===== src/rtl/ddrsram_pkg.sv =====
// Shared encodings for the DDR late-write SRAM core.
// Assumes a two-bit command field on the top-level port.
package ddrsram_pkg;
    typedef enum logic [1:0] {
        OP_IDLE  = 2'b00,
        OP_READ  = 2'b01,
        OP_WRITE = 2'b10,
        OP_NEXT  = 2'b11
    } op_e;

    typedef enum logic [1:0] {
        ACC_NONE = 2'b00,
        ACC_RD   = 2'b01,
        ACC_WR   = 2'b10
    } acc_e;
endpackage


===== src/rtl/ddrsram_cmd.sv =====
// Command stage: qualifies the command with both selects and resolves
// burst-continue into an explicit access at the next pair address.
// The result is registered on the rising edge. Assumes op and addr are
// stable around the rising edge.
module ddrsram_cmd
    import ddrsram_pkg::*;
#(
    parameter int ADDR_W   = 4,
    parameter bit SEL_A_ON = 1'b1,
    parameter bit SEL_B_ON = 1'b0
) (
    input  logic              clk,
    input  logic              rst_n,
    input  logic              sel_a,
    input  logic              sel_b,
    input  logic [1:0]        op,
    input  logic [ADDR_W-1:0] addr,
    output acc_e              kind_q,
    output logic [ADDR_W-1:0] addr_q
);
    logic              picked;
    acc_e              kind_d;
    logic [ADDR_W-1:0] addr_d;

    assign picked = (sel_a == SEL_A_ON) && (sel_b == SEL_B_ON);

    // Decode the command; burst-continue inherits the previous access.
    always_comb begin
        kind_d = ACC_NONE;
        addr_d = addr;
        if (picked) begin
            unique case (op_e'(op))
                OP_READ:  kind_d = ACC_RD;
                OP_WRITE: kind_d = ACC_WR;
                OP_NEXT: begin
                    kind_d = kind_q;
                    addr_d = addr_q + ADDR_W'(1);
                end
                default:  kind_d = ACC_NONE;
            endcase
        end
    end

    // Register the resolved access for the pipelines behind.
    always_ff @(posedge clk) begin
        if (!rst_n) begin
            kind_q <= ACC_NONE;
            addr_q <= '0;
        end else begin
            kind_q <= kind_d;
            addr_q <= addr_d;
        end
    end

    assert_deselect_R2: assert property (@(posedge clk) disable iff (!rst_n)
        ((sel_a != SEL_A_ON) || (sel_b != SEL_B_ON)) |=> (kind_q == ACC_NONE));

    assert_burst_step_R7: assert property (@(posedge clk) disable iff (!rst_n)
        ((sel_a == SEL_A_ON) && (sel_b == SEL_B_ON) && (op == 2'b11) && (kind_q != ACC_NONE))
        |=> ((addr_q == $past(addr_q) + ADDR_W'(1)) && (kind_q == $past(kind_q))));
endmodule


===== src/rtl/ddrsram_wpipe.sv =====
// Late-write pipeline: takes the address one cycle before the data.
// It captures the low half on the rising edge and the high half on the
// falling edge, then presents a complete pending pair for commit.
// Assumes wr_in and addr_in come from the registered command stage.
module ddrsram_wpipe #(
    parameter int ADDR_W = 4,
    parameter int HALF_W = 18
) (
    input  logic                   clk,
    input  logic                   rst_n,
    input  logic                   wr_in,
    input  logic [ADDR_W-1:0]      addr_in,
    input  logic [HALF_W-1:0]      d,
    output logic                   pend_v,
    output logic [ADDR_W-1:0]      pend_addr,
    output logic [1:0][HALF_W-1:0] pend_pair
);
    logic [HALF_W-1:0] half_lo;
    logic [HALF_W-1:0] half_hi;

    // Rising edge: move the write into the data phase and take the low half.
    always_ff @(posedge clk) begin
        if (!rst_n) begin
            pend_v    <= 1'b0;
            pend_addr <= '0;
            half_lo   <= '0;
        end else begin
            pend_v    <= wr_in;
            pend_addr <= addr_in;
            half_lo   <= d;
        end
    end

    // Falling edge: take the high half of the same pair.
    always_ff @(negedge clk) begin
        if (!rst_n) begin
            half_hi <= '0;
        end else begin
            half_hi <= d;
        end
    end

    assign pend_pair = {half_hi, half_lo};

    assert_no_stray_write_R9: assert property (@(posedge clk) disable iff (!rst_n)
        !wr_in |=> !pend_v);
endmodule


===== src/rtl/ddrsram_array.sv =====
// Storage array split into two banks, one per value of the internally
// generated half-word bit. A pending write at the read address is
// forwarded to the lookup so that reads stay coherent.
// Assumes at most one write is pending at the moment of any lookup.
module ddrsram_array #(
    parameter int ADDR_W = 4,
    parameter int HALF_W = 18
) (
    input  logic                   clk,
    input  logic                   wr_en,
    input  logic [ADDR_W-1:0]      wr_addr,
    input  logic [1:0][HALF_W-1:0] wr_pair,
    input  logic [ADDR_W-1:0]      rd_addr,
    output logic [1:0][HALF_W-1:0] rd_pair
);
    localparam int PAIRS = 1 << ADDR_W;

    logic hit;
    assign hit = wr_en && (wr_addr == rd_addr);

    for (genvar b = 0; b < 2; b++) begin : g_bank
        logic [HALF_W-1:0] cells [PAIRS];

        // Commit this bank's half of a completed pair.
        always_ff @(posedge clk) begin
            if (wr_en) begin
                cells[wr_addr] <= wr_pair[b];
            end
        end

        assign rd_pair[b] = hit ? wr_pair[b] : cells[rd_addr];
    end
endmodule


===== src/rtl/ddrsram_rpipe.sv =====
// Read pipeline: one lookup register, then a rising-edge output register
// for the low half and a falling-edge register for the high half.
// The output follows the clock phase. Assumes rd_in comes from the
// registered command stage.
module ddrsram_rpipe #(
    parameter int HALF_W = 18
) (
    input  logic                   clk,
    input  logic                   rst_n,
    input  logic                   rd_in,
    input  logic [1:0][HALF_W-1:0] pair_in,
    output logic [HALF_W-1:0]      q,
    output logic                   q_drive
);
    logic                   look_v;
    logic [1:0][HALF_W-1:0] look_pair;
    logic [HALF_W-1:0]      q_rise;
    logic [HALF_W-1:0]      hold_hi;
    logic [HALF_W-1:0]      q_fall;

    // Rising edge: register the lookup, then load the output stage.
    always_ff @(posedge clk) begin
        if (!rst_n) begin
            look_v    <= 1'b0;
            look_pair <= '0;
            q_drive   <= 1'b0;
            q_rise    <= '0;
            hold_hi   <= '0;
        end else begin
            look_v    <= rd_in;
            look_pair <= pair_in;
            q_drive   <= look_v;
            q_rise    <= look_v ? look_pair[0] : '0;
            hold_hi   <= look_v ? look_pair[1] : '0;
        end
    end

    // Falling edge: present the high half for the low clock phase.
    always_ff @(negedge clk) begin
        if (!rst_n) begin
            q_fall <= '0;
        end else begin
            q_fall <= hold_hi;
        end
    end

    assign q = clk ? q_rise : q_fall;

    assert_read_reaches_out_R4: assert property (@(posedge clk) disable iff (!rst_n)
        rd_in |=> ##1 q_drive);

    assert_drive_off_late_R6: assert property (@(posedge clk) disable iff (!rst_n)
        !rd_in |=> ##1 !q_drive);
endmodule


===== src/rtl/ddrsram_core.sv =====
// DDR late-write SRAM core top level. It joins the command stage, the
// write pipeline, the storage array and the read pipeline. Assumes a
// single clock; the falling edge carries the second half of each pair.
module ddrsram_core
    import ddrsram_pkg::*;
#(
    parameter int ADDR_W   = 4,
    parameter int HALF_W   = 18,
    parameter bit SEL_A_ON = 1'b1,
    parameter bit SEL_B_ON = 1'b0
) (
    input  logic              clk,
    input  logic              rst_n,
    input  logic              sel_a,
    input  logic              sel_b,
    input  logic [1:0]        op,
    input  logic [ADDR_W-1:0] addr,
    input  logic [HALF_W-1:0] d,
    output logic [HALF_W-1:0] q,
    output logic              q_drive
);
    acc_e                   acc_kind;
    logic [ADDR_W-1:0]      acc_addr;
    logic                   pend_v;
    logic [ADDR_W-1:0]      pend_addr;
    logic [1:0][HALF_W-1:0] pend_pair;
    logic [1:0][HALF_W-1:0] look_pair;
    logic                   wr_go;
    logic                   rd_go;

    assign wr_go = (acc_kind == ACC_WR);
    assign rd_go = (acc_kind == ACC_RD);

    ddrsram_cmd #(
        .ADDR_W  (ADDR_W),
        .SEL_A_ON(SEL_A_ON),
        .SEL_B_ON(SEL_B_ON)
    ) u_cmd (
        .clk   (clk),
        .rst_n (rst_n),
        .sel_a (sel_a),
        .sel_b (sel_b),
        .op    (op),
        .addr  (addr),
        .kind_q(acc_kind),
        .addr_q(acc_addr)
    );

    ddrsram_wpipe #(
        .ADDR_W(ADDR_W),
        .HALF_W(HALF_W)
    ) u_wpipe (
        .clk      (clk),
        .rst_n    (rst_n),
        .wr_in    (wr_go),
        .addr_in  (acc_addr),
        .d        (d),
        .pend_v   (pend_v),
        .pend_addr(pend_addr),
        .pend_pair(pend_pair)
    );

    ddrsram_array #(
        .ADDR_W(ADDR_W),
        .HALF_W(HALF_W)
    ) u_array (
        .clk    (clk),
        .wr_en  (pend_v),
        .wr_addr(pend_addr),
        .wr_pair(pend_pair),
        .rd_addr(acc_addr),
        .rd_pair(look_pair)
    );

    ddrsram_rpipe #(
        .HALF_W(HALF_W)
    ) u_rpipe (
        .clk    (clk),
        .rst_n  (rst_n),
        .rd_in  (rd_go),
        .pair_in(look_pair),
        .q      (q),
        .q_drive(q_drive)
    );

    assert_quiet_output_R8: assert property (@(posedge clk) disable iff (!rst_n)
        !q_drive |-> (q == '0));
endmodule


===== config.mk =====
export PLATFORM = sky130hd
export DESIGN_NAME = ddrsram_core
export DESIGN_NICKNAME = d
export VERILOG_FILES = /design/src/rtl/ddrsram_pkg.sv /design/src/rtl/ddrsram_cmd.sv /design/src/rtl/ddrsram_wpipe.sv /design/src/rtl/ddrsram_array.sv /design/src/rtl/ddrsram_rpipe.sv /design/src/rtl/ddrsram_core.sv
export SDC_FILE = /design/constraint.sdc
export NUM_CORES = 1
export LEC_CHECK = 0
export BUFFER_PORTS_ARGS = -buffer_cell sky130_fd_sc_hd__buf_2
export CAP_MARGIN = 20
export CORE_ASPECT_RATIO = 1.2
export CORE_MARGIN = 1.5
export CORE_UTILIZATION = 56
export CTS_CLUSTER_DIAMETER = 40
export DETAILED_ROUTE_END_ITERATION = 8
export GPL_ROUTABILITY_DRIVEN = 0
export GPL_TIMING_DRIVEN = 0
export HOLD_SLACK_MARGIN = 0.08
export PLACE_DENSITY = 0.75
export SYNTH_ARGS = -nofsm -noshare
export SYNTH_HDL_FRONTEND = slang
export SYNTH_HIERARCHICAL = 1
export SYNTH_SLANG_ARGS = --single-unit

===== constraint.sdc =====
create_clock -name clk -period 3.6 [get_ports clk]
set_input_delay 0.72 -clock clk [delete_from_list [all_inputs] [get_ports clk]]
set_output_delay 0.72 -clock clk [all_outputs]
set_load 0.01 [all_outputs]

==> run metrics <==
die height=239.8 um; Die Wd=200.3 um; drt first pass iters=7; Post-Synthesis Cells=1263; Non-Filler Instances=2173; placed cells=1951; clock-pin slew on the worst setup and hold paths=0.06 ns; #FFs+latches synth=715; status=finished, violations left; number of synthesized flops with an enable pin=576; TritonCTS clock tree=done; Flop pwr share=47.8%; DR DRC count=0; Initial DRC Count=1447; later-pin clock latency in the skew report=roughly 1.2 ns; sw power=4.147 mW; placed cell area=27730 sq um; top_reg_cell synth=edfxtp_1; Worst-Margin Slew=1.146 ns; vias in the first global route=14310; initial antenna violation count=0; worst setup margin=-0.7184 ns; layout cells sized above 1=~31%; failing checks=negative setup slack; GRT Total Usage=27.71%; die area=about 48000 sq um; WP data required=2.88 ns; Max IR drop VDD=0.4119 mV; first-pass GRT wire length=92560 um; largest net degree at the start of global routing=25; Hold Slack=approximately 0.12 ns; Gate power share=3.9%; Starting Density=56.81%; crit path DAT=3.60 ns; hold crit path type=input pin to flop; Setup crit end kind=output port; Cell variety after synth=37; yosys synthesis warning count=6; Leak=10.58 nW; Post-Layout Inst Area=31230 sq um; Nets=1527; # IOs=47; RSZ-0062 raised after global routing=yes; Clock Skew=0.1297 ns; WL/cell=29.13 um; DR vias=13590; Worst setup SP type=flop; Rel. slew slack=23.01%; syn avg cell area=just over 20 sq um; Fin. Hold Viols=0; most frequent cells in the layout=edfxtp_1, mux4_2, dfxtp_1; hpwl dp=37700 um; core area=around 46000 sq um; vias per inst=approximately 6.3; r2r setup slk=0.36 ns; register area share after synthesis=76.75%; most common cell after layout, fill and taps aside=edfxtp_1; Area Growth Syn to Fin=19.38%; Routed WL=63300 um; synthesized area=between 20000 and 30000 sq um; Internal Power=14.88 mW; max-cap violations=0; Post-synth ARST share=0%; power per cell area=609.3 nW/um^2; num rows=86; switching share of power=between 20% and 30%; CP max FO=1; clock power share=48.3%; DRT antenna net count=0; IO buf count=46; fin. max-slew vios=0; Post-Syn Nets=1292; endpoints failing setup=18; total congestion overflow=0; Setup CP Type=flop to output port
[routing by layer]
| layer | global-route usage (%) | vias to the layer above | part of all wire, % |
|---|---|---|---|
| met5 | 0.3061 | - | 0 |
| met4 | 15.42 | 0 | 4.4 |
| met3 | 8.354 | 173 | 8.5 |
| met2 | 45.44 | 726 | 51 |
| met1 | 33.01 | 7144 | 36 |
| li1 | - | 5551 | - |
[synthesized netlist by cell type (3+ instances only)]
library cell | n | share of area (%)
nand2_1 | 41 | 0.59
buf_4 | 5 | 0.14
edfxtp_1 | 576 | 66
and2_1 | 63 | 1.5
mux4_2 | 145 | 12
nor2_1 | 14 | 0.20
nor3_1 | 5 | 0.096
nand2b_1 | 3 | 0.072
mux2_2 | 45 | 1.9
nand3b_1 | 3 | 0.086
buf_2 | 11 | 0.21
and3_1 | 36 | 0.86
xor2_1 | 4 | 0.13
clkbuf_1 | 24 | 0.34
dfxtp_1 | 139 | 11
mux2_4 | 9 | 0.52
nor2b_1 | 4 | 0.096
buf_1 | 8 | 0.11
clkbuf_2 | 8 | 0.15
and2_2 | 17 | 0.49
inv_1 | 3 | 0.043
buf_6 | 13 | 0.56
a22oi_1 | 70 | 2.0
[worst max-delay path, cell delays in order (launching register included)]
cell and delay, ns:
dfxtp_1 0.31, mux2_4 0.31, buf_6 0.13
[cells by family after synthesis]
| kind of cell | share of synthesized area (%) |
|---|---|
| AOI/OAI and AO/OA | 2.162 |
| xor gates and xnor gates | 0.2009 |
| adders and majority gates | 0.04782 |
| buffers and inverters | 1.645 |
| DFF | 76.75 |
| muxes | 14.94 |
| and+or+nand+nor | 4.257 |
[registers in the layout, indices dropped and copies added (netlist names)]
name                  flops
u_array/g_bank.cells    576
u_rpipe/look_pair        36
u_rpipe/hold_hi          18
u_rpipe/q_fall           18
u_rpipe/q_rise           18
u_wpipe/half_hi          18
u_wpipe/half_lo          18
u_cmd/addr_q              4
u_wpipe/pend_addr         4
u_cmd/kind_q              2
u_rpipe/look_v            1
u_rpipe/q_drive           1
u_wpipe/pend_v            1
[through the flow]
| stage | util, % | power [mW] | TNS (ns) | setup WS (ns) |
|---|---|---|---|---|
| after floorplan | - | 9.975 | 0 | 0.1062 |
| after global placement | 58.99 | 10.21 | -667.71 | -2.748 |
| after detailed placement | 60.22 | 10.24 | 0 | 0.02052 |
| after CTS | 67.80 | 19.16 | -12.10 | -0.7019 |
| after global routing | 67.81 | 19.57 | -12.58 | -0.7663 |
| final | 67.81 | 19.03 | -11.93 | -0.7184 |
[path summary, 6_finish.rpt]
kind,endpoint,depth (start not counted),from
setup reg to reg,u_rpipe/look_pair[33],8,u_cmd/addr_q[1]
hold / removal,u_wpipe/half_lo[5],2,d[5]
hold reg to reg,u_rpipe/hold_hi[3],1,u_rpipe/look_pair[21]
setup / recovery,q[1],2,u_rpipe/q_fall[1]
[cell type report]
class / instances / area (sq um)
repair buffers: 86 / 913.4
plain buffers: 69 / 407.9
clock inverters: 76 / 513.0
inverters: 1 / 3.754
diodes: 1 / 2.502
fillers: 2859 / 14820
flip-flops and latches: 715 / 20080
well taps: 616 / 770.7
clock buffers: 134 / 2744
multi-input cells: 475 / 5794
[power by group through the flow]
stage,Sequential [mW],Combinational [mW],Clock [mW]
2_1_floorplan,9.22,0.471,0.280
3_3_place_gp,9.26,0.674,0.281
3_5_place_dp,9.27,0.692,0.281
4_1_cts,9.10,0.737,9.33
5_1_grt,9.11,0.779,9.68
6_report,9.10,0.739,9.19
[what timing repair did]
action,CTS,global route
hold buffers,32,0
setup buffers,1,0
endpoints found under the setup margin,18,18
hold endpoints to repair,24,0
gates cloned,0,0
gates resized for setup,23,2
pin swaps,0,0
Power figures use the tool's default switching activity.
